[config.mk]
export PLATFORM = sky130hd
export DESIGN_NAME = chip_erase_ctrl
export DESIGN_NICKNAME = d
export VERILOG_FILES = /design/src/rtl/ce_pkg.sv /design/src/rtl/ce_cmd_decoder.sv /design/src/rtl/ce_sector_walker.sv /design/src/rtl/chip_erase_ctrl.sv
export SDC_FILE = /design/constraint.sdc
export NUM_CORES = 1
export LEC_CHECK = 0
export ABC_CLOCK_PERIOD_IN_PS = 2000
export CAP_MARGIN = 20
export CORE_MARGIN = 3
export CORE_UTILIZATION = 58
export CTS_BUF_LIST = sky130_fd_sc_hd__clkbuf_16
export CTS_CLUSTER_DIAMETER = 200
export DETAILED_ROUTE_END_ITERATION = 7
export DONT_BUFFER_PORTS = 1
export PLACE_DENSITY = 0.73
export SKIP_LAST_GASP = 1
export SLEW_MARGIN = 20
export SYNTH_ARGS = -nofsm -noshare
export SYNTH_HDL_FRONTEND = slang
export SYNTH_SLANG_ARGS = --single-unit
[constraint.sdc]
create_clock -name clk -period 2 [get_ports clk]
set_input_delay 0.4 -clock clk [delete_from_list [all_inputs] [get_ports clk]]
set_output_delay 0.4 -clock clk [all_outputs]
set_load 0.02 [all_outputs]
[src/rtl/ce_pkg.sv]
package ce_pkg;

    localparam int CMD_LEN = 4;
    localparam int CNT_W   = $clog2(CMD_LEN + 1);

    typedef logic [7:0] byte_t;

    typedef enum logic [1:0] {
        ST_IDLE = 2'd0,
        ST_SCAN = 2'd1,
        ST_REQ  = 2'd2
    } walk_st_e;

    // Expected byte at each position of the erase command
    function automatic byte_t cmd_byte(input logic [CNT_W-1:0] pos);
        case (pos)
            CNT_W'(0): cmd_byte = 8'hC7;
            CNT_W'(1): cmd_byte = 8'h94;
            CNT_W'(2): cmd_byte = 8'h80;
            default:   cmd_byte = 8'h9A;
        endcase
    endfunction

endpackage

[src/rtl/ce_cmd_decoder.sv]
module ce_cmd_decoder
    import ce_pkg::*;
(
    input  logic  clk,
    input  logic  rst,
    input  logic  cs_n,
    input  logic  rx_valid,
    input  byte_t rx_byte,
    output logic  start
);

    logic             cs_q;
    logic [CNT_W-1:0] cnt;
    logic             match;

    always_ff @(posedge clk) begin
        if (rst) begin
            cs_q  <= 1'b1;
            cnt   <= '0;
            match <= 1'b1;
        end else begin
            cs_q <= cs_n;
            if (cs_n) begin
                cnt   <= '0;
                match <= 1'b1;
            end else if (rx_valid && (cnt < CNT_W'(CMD_LEN))) begin
                cnt <= cnt + 1'b1;
                if (rx_byte != cmd_byte(cnt))
                    match <= 1'b0;
            end
        end
    end

    assign start = cs_n && !cs_q && match && (cnt == CNT_W'(CMD_LEN));

    // a start only ever follows a cycle in which select was low
    a_r6_start_on_rise: assert property (@(posedge clk) disable iff (rst)
        start |-> (cs_n && !$past(cs_n)));

    // once the count is complete, further bytes in the frame leave it there
    a_r5_count_saturates: assert property (@(posedge clk) disable iff (rst)
        (!cs_n && cnt == CNT_W'(CMD_LEN)) |=> (cs_n || cnt == CNT_W'(CMD_LEN)));

endmodule

[src/rtl/ce_sector_walker.sv]
module ce_sector_walker
    import ce_pkg::*;
#(
    parameter int N = 32,
    localparam int W = $clog2(N)
) (
    input  logic         clk,
    input  logic         rst,
    input  logic         start,
    input  logic         erase_done,
    input  logic [N-1:0] elig,
    output logic         erase_req,
    output logic [W-1:0] erase_sector,
    output logic         busy
);

    walk_st_e     st;
    logic [W:0]   from;
    logic [W-1:0] sec;
    logic [N-1:0] window;
    logic         hit;
    logic [W-1:0] pick;

    // Eligible sectors at or above the search start, lowest one wins
    always_comb begin
        for (int i = 0; i < N; i++)
            window[i] = elig[i] && ((W+1)'(i) >= from);
        hit  = 1'b0;
        pick = '0;
        for (int i = N - 1; i >= 0; i--) begin
            if (window[i]) begin
                hit  = 1'b1;
                pick = W'(i);
            end
        end
    end

    always_ff @(posedge clk) begin
        if (rst) begin
            st   <= ST_IDLE;
            from <= '0;
            sec  <= '0;
        end else begin
            case (st)
                ST_IDLE: if (start) begin
                    st   <= ST_SCAN;
                    from <= '0;
                end
                ST_SCAN: if (hit) begin
                    st  <= ST_REQ;
                    sec <= pick;
                end else begin
                    st <= ST_IDLE;
                end
                ST_REQ: if (erase_done) begin
                    st   <= ST_SCAN;
                    from <= {1'b0, sec} + 1'b1;
                end
                default: st <= ST_IDLE;
            endcase
        end
    end

    assign busy         = (st != ST_IDLE);
    assign erase_req    = (st == ST_REQ);
    assign erase_sector = sec;

    // successive requests climb strictly
    a_r7_ascending: assert property (@(posedge clk) disable iff (rst)
        (st == ST_SCAN && hit && from != '0) |-> ({1'b0, pick} >= from));

endmodule

[src/rtl/chip_erase_ctrl.sv]
module chip_erase_ctrl
    import ce_pkg::*;
#(
    parameter int NUM_SECT = 32,
    localparam int SECT_W = $clog2(NUM_SECT)
) (
    input  logic                clk,
    input  logic                rst,
    input  logic                cs_n,
    input  logic                rx_valid,
    input  logic [7:0]          rx_byte,
    input  logic [NUM_SECT-1:0] prot_mask,
    input  logic [NUM_SECT-1:0] lock_mask,
    input  logic                erase_done,
    output logic                erase_req,
    output logic [SECT_W-1:0]   erase_sector,
    output logic                busy
);

    logic                start;
    logic [NUM_SECT-1:0] elig;

    assign elig = ~(prot_mask | lock_mask);

    ce_cmd_decoder u_dec (
        .clk      (clk),
        .rst      (rst),
        .cs_n     (cs_n),
        .rx_valid (rx_valid),
        .rx_byte  (rx_byte),
        .start    (start)
    );

    ce_sector_walker #(.N(NUM_SECT)) u_walk (
        .clk          (clk),
        .rst          (rst),
        .start        (start),
        .erase_done   (erase_done),
        .elig         (elig),
        .erase_req    (erase_req),
        .erase_sector (erase_sector),
        .busy         (busy)
    );

    // a request holds its sector until done
    a_r8_hold: assert property (@(posedge clk) disable iff (rst)
        (erase_req && !erase_done) |=> (erase_req && $stable(erase_sector)));

    // a gap follows every completed request
    a_r8_gap: assert property (@(posedge clk) disable iff (rst)
        (erase_req && erase_done) |=> !erase_req);

    // no shielded sector is ever requested
    a_r7_masked_skip: assert property (@(posedge clk) disable iff (rst)
        $rose(erase_req) |-> !(prot_mask[erase_sector] || lock_mask[erase_sector]));

    // requests only inside a busy window
    a_r10_req_in_busy: assert property (@(posedge clk) disable iff (rst)
        erase_req |-> busy);

endmodule

Word-level counts from Yosys, hierarchy flattened --
Index checks and enable logic that the tools add are counted.
Cells by class: add/subtract/negate cells 2, $lt $le $gt $ge 33, eq/ne operators 8, multiplexer cells 75, bitwise logic cells 2, reductions and logical operators 46
Operators with widths (number):
- 2-to-1 mux 5 bit | 32
- greater-or-equal comparator 5 x 6 -> 1 bit (first input constant) | 16
- greater-or-equal comparator 4 x 6 -> 1 bit (first input constant) | 8
- logical AND 1 bit | 36
- 2-to-1 mux 1 bit | 32
- NOT 32 bit | 1
- OR 32 bit | 1
- greater-or-equal comparator 3 x 6 -> 1 bit (first input constant) | 4
- 2-to-1 mux 8 bit | 3
- one-hot mux 7 bit (3 select lines) | 1
- greater-or-equal comparator 1 x 6 -> 1 bit (first input constant) | 2
- greater-or-equal comparator 2 x 6 -> 1 bit (first input constant) | 2
- 2-to-1 mux 6 bit | 2
- one-hot mux 6 bit (2 select lines) | 1
- != test 8 bit | 1
- adder 5 x 1 -> 6 bit (second input constant) | 1
- 2-to-1 mux 2 bit | 3
- one-hot mux 2 bit (3 select lines) | 1
- AND reduction 2 bit | 3
- != test 2 bit (second input constant) | 2
- nonzero test 2 bit | 2
- adder 3 x 1 -> 3 bit (second input constant) | 1
- equality test 3 x 1 -> 1 bit (second input constant) | 1
- equality test 3 x 2 -> 1 bit (second input constant) | 1
- other kinds (9) | 9
Storage, ports and cells: bits in registers 18, bits of input ports 77, output and inout port bits 7, logic and storage cells 172

Logic depth before layout (Yosys ltp) --
depth after elaboration 37, depth in mapped cells 9, mapped depth without buffers 8

Hierarchy --
A second synthesis with hierarchy kept.
Second synthesis, totals: cells, all modules 316, area, all modules 2214.6 sq um
Modules (own cells, without submodules):
- ce_sector_walker | times used 1, cells an instance 241, area each 1737.9 sq um, seq. area each 260.2 sq um
- ce_cmd_decoder | times used 1, cells an instance 43, area each 356.6 sq um, seq. area each 100.1 sq um
- chip_erase_ctrl | times used 1, cells an instance 32, area each 120.1 sq um, seq. area each 0.0 sq um

Worst setup path after synthesis --
No wires, ideal clock.
path kind register -> register, start point reg u_walk.from[5], end point reg u_walk.sec[2], in the netlist u_walk.erase_sector[2], library setup time 0.096 ns, arrival time 2.055 ns, data required time 1.904 ns, path slack -0.151 ns, stages on the path, launching flop included 9, path buffers 1, period minus slack after synthesis 2.151 ns, path through dfxtp_1 buf_2 or3_2 o21ai_1 a2111o_1 nor4_4 a31oi_4 or3b_1 o41ai_2
Between the ends: longest elaborated chain between the ends 35, elaborated cells between the ends (all ways) 129, those cells by class order compare (32); mux (64); reduce/logical (33)
RTL lines:
- start: declaration | line ce_sector_walker.sv:18 | logic [W:0] from;
- start signal: assignment | line ce_sector_walker.sv:57 | from <= {1'b0, sec} + 1'b1;
- greater-or-equal comparator 5 x 6 -> 1 bit | line ce_sector_walker.sv:27 | window[i] = elig[i] && ((W+1)'(i) >= from);
- logical AND 1 bit | line ce_sector_walker.sv:27
- 2-to-1 mux 1 bit (32 in a row) | line ce_sector_walker.sv:31 | if (window[i]) begin
- AND reduction 2 bit (no line)
- end signal: assignment | line ce_sector_walker.sv:51 | sec <= pick;
- end: declaration | line ce_sector_walker.sv:19 | logic [W-1:0] sec;
Several ways; a longest one is shown, not always the timed one. A chain may end at the register's enable or synchronous reset.

Worst setup path in the final report --
start point reg u_walk.from[1], end point reg u_walk.sec[2], in the netlist u_walk.erase_sector[2]
The elaborated chain is that of the path after synthesis.

==> impl_metrics.csv <==
group,metric,value,unit
global_route,grt_overflow_total,0,
synth,yosysWarnings,0,
worst_hold_path,hold_class,"in -> reg",
clock_network,clk_pin_slew,0.06,ns
floorplanning,rows,20,
floorplanning,ios,84,
synth,syn_inst,289,
timing,fmax,450,MHz
finish,area_delta_synth_final,36.9,%
timing,period_needed,2.22,ns
finish,multi_input_area,1620,um^2
power_and_ir_drop,p_leak,1.10,nW
finish,final_layout_size_suffix_gt1_share,33.2,%
finish,diodes,0,
power_and_ir_drop,ir_drop,0.000647,V
timing,tns,-1.11,ns
clock_network,cts_buffers,3,
route,drtIter0Drc,225,
global_route,track_usage,31.6,%
route,wl_met2,3650,um
power_and_ir_drop,power_density,370,nW/um^2
global_route,antenna_found_initial,0,
setup_path,worstPathMaxFanout,5,
route,drt-vias-per-instance,6.75,
finish,fin_nets,438,
timing,skew,0.00562,ns
setup_path,end_kind,"flip-flop",
clock_network,cts_tree,"done",
floorplanning,core,3200,um^2
placement,globalplace.congestion,0.946,
synth,async_flop_share,0,%
clock_network,cts_hold_buf,0,
synth,seq_area_frac_synth,17.6,%
placement,dp.cells,381,
clock_network,cts_buffer_depth,2,
power_and_ir_drop,p_total,1.04,mW
synth,syn_area,2050,um^2
floorplanning,die_w,65.4,um
route,vias,2692,
timing,slew_headroom,69.5,%
synth,synth_edf_count,0,
clock_network,htree_levels,1,
clock_network,cts_sinks,18,
route,top_layer_used,"met4",
synth,syn_avg_cell_area,7.09,um^2
finish,utilization,87.6,%
clock_network,clkLatencyLatePin,0.25,ns
timing,rsz0062_at_grt,"true",
timing,finalSetupViolations,6,
finish,num-fill-cells,189,
job,max_cap_violations,0,
setup_path,cp.arrival,2.37,ns
setup_path,cp.required,2.15,ns
placement,hpwl,5220,um
run_status,violations,"negative setup slack",
synth,yosys_register_bits,18,
route,ant_nets,0,
global_route,grt_max_degree,17,
route,route.met3.wl,852,um
route,m1WireLength,2780,um
setup_path,worstSetupStartpointType,"flip-flop",
synth,synthDistinctLibCells,67,
route,wl,7430,um
synth,synth-main-ff-cell,"dfxtp_1",
run_status,status,"finished with violations",
finish,final_common_cell,"buf_4",
clock_network,cts-root-buf,"clkbuf_16",
global_route,first_global_vias,2375,
timing,worst_hold_slack,0.205,ns
synth,syn_nets,371,
finish,final_cell_mix,"buf_4, nor2_1, a21oi_1, nand2_1",
floorplanning,start_util,64.0,%
floorplanning,die_area,4280,um^2
finish,ff_latch_area,383,um^2
finish,layoutNonFillerInstCount,399,
timing,fin_ws,-0.223,ns
setup_path,critical_path_class,"reg -> reg",
placement,portBuffers,0,
global_route,grt_pass1_wl,10800,um
route,routedWlPerCell,18.6,um
floorplanning,die_height,65.4,um
timing,tightest_slew,0.452,ns
timing,slew_viol_final,0,
timing,post-route-period-util,111,%
timing,hold_violations,0,
route,drc,0,
route,dr.pass1.iters,5,
## critical path: stages, from the launching register on
cell and delay [ns]:
dfxtp_4 0.36, buf_4 0.16, and4_1 0.25, a311o_1 0.34, o21ai_1 0.21, buf_4 0.17
a21oi_1 0.09, o21bai_1 0.20, a21oi_1 0.11, o41ai_2 0.23
## routing by layer
layer	track usage, %	vias to the layer above
li1	-	1230
met1	41.1	1253
met2	55.0	190
met3	5.81	19
met4	5.44	0
met5	0	-
## final timing paths
path	slack (ns)	endpoint	cells after the start	startpoint
setup reg to reg	-0.22	u_walk.erase_sector[2]	9	u_walk.from[1]
setup / recovery	-0.22	u_walk.erase_sector[2]	9	u_walk.from[1]
hold / removal	0.20	u_walk.from[5]	1	rst
hold reg to reg	0.51	u_dec.match	1	u_dec.match
## sequential cells by signal, summed over array words and instances, names as in the netlist
| signal | flops |
|---|---|
| u_walk.st | 2 |
| u_dec.cs_q | 1 |
| u_walk.from | 6 |
| u_dec.cnt | 3 |
| u_dec.match | 1 |
| u_walk.erase_sector | 5 |
## cell usage after synthesis, drive strengths merged (2+ instances only)
library cell | n | share of area [%]
nand4b | 2 | 0.85
nor2 | 48 | 8.9
buf | 11 | 3.7
o211ai | 8 | 2.9
a211oi | 2 | 0.73
a2bb2oi | 2 | 0.85
nor4 | 2 | 1.3
nand2 | 13 | 2.4
inv | 10 | 1.8
o21ai | 21 | 5.1
xor2 | 3 | 1.3
a22oi | 3 | 1.1
nand2b | 3 | 0.92
or3 | 7 | 2.4
nand3 | 11 | 2.9
a2111oi | 3 | 1.9
o32ai | 2 | 0.85
xnor2 | 3 | 1.3
a311oi | 2 | 1.7
and2 | 3 | 1.0
a221o | 2 | 0.98
o2111ai | 2 | 0.85
a21oi | 28 | 6.8
o41ai | 2 | 1.2
nor3 | 12 | 2.9
nor2b | 2 | 0.61
nand4 | 3 | 0.92
o21bai | 2 | 0.73
dfxtp | 18 | 18
a21o | 2 | 0.73
nor3b | 2 | 0.73
a311o | 3 | 1.5
o31ai | 7 | 2.6
or2 | 7 | 2.1
ha | 5 | 3.1
o311ai | 3 | 1.3
a31oi | 2 | 1.3
a21boi | 2 | 0.73
clkbuf | 6 | 1.1
o22ai | 4 | 1.2
o21ba | 2 | 0.98
o21a | 2 | 0.73
o22a | 3 | 1.3
## where the power goes
part           internal, mW  leakage [nW]  switching [mW]  total [mW]
Clock                 0.266        0.0385           0.139       0.405
Combinational         0.144         0.916           0.131       0.276
Sequential            0.354         0.150         0.00289       0.357
## what timing repair did
item | in CTS | in global routing
cloned | 0 | 0
pin swaps | 8 | 11
resized for setup | 17 | 16
setup buffers | 6 | 8
endpoints found under the setup margin | 5 | 12
## kinds of logic after synthesis
logic type	Yosys count	synth area share, %
AND/OR/NAND/NOR	120	30.1
AO/OA/AOI/OAI	113	40.0
buffers and inverters	27	6.65
flip-flops	18	17.6
XOR/XNOR	6	2.56
adder cells (fa/ha/maj)	5	3.05
## through the flow
stage               instance area (um^2)  setup slack [ns]
finish                              2810            -0.223
global route                        2810            -0.326
CTS                                 2680            -0.173
detailed placement                  2510            -0.272
global placement                    2510            -0.206
floorplan                           2050            -0.144
## cell type report
type                            count  share of cell area, %
Sequential cell                    18                   13.6
Multi-Input combinational cell    244                   57.9
Inverter                           10                   1.34
Clock buffer                        3                   2.68
Tap cell                           44                   1.96
Clock inverter                      1                  0.134
Timing Repair Buffer               79                   22.4
Note: power is estimated with default switching activity, not from simulation.
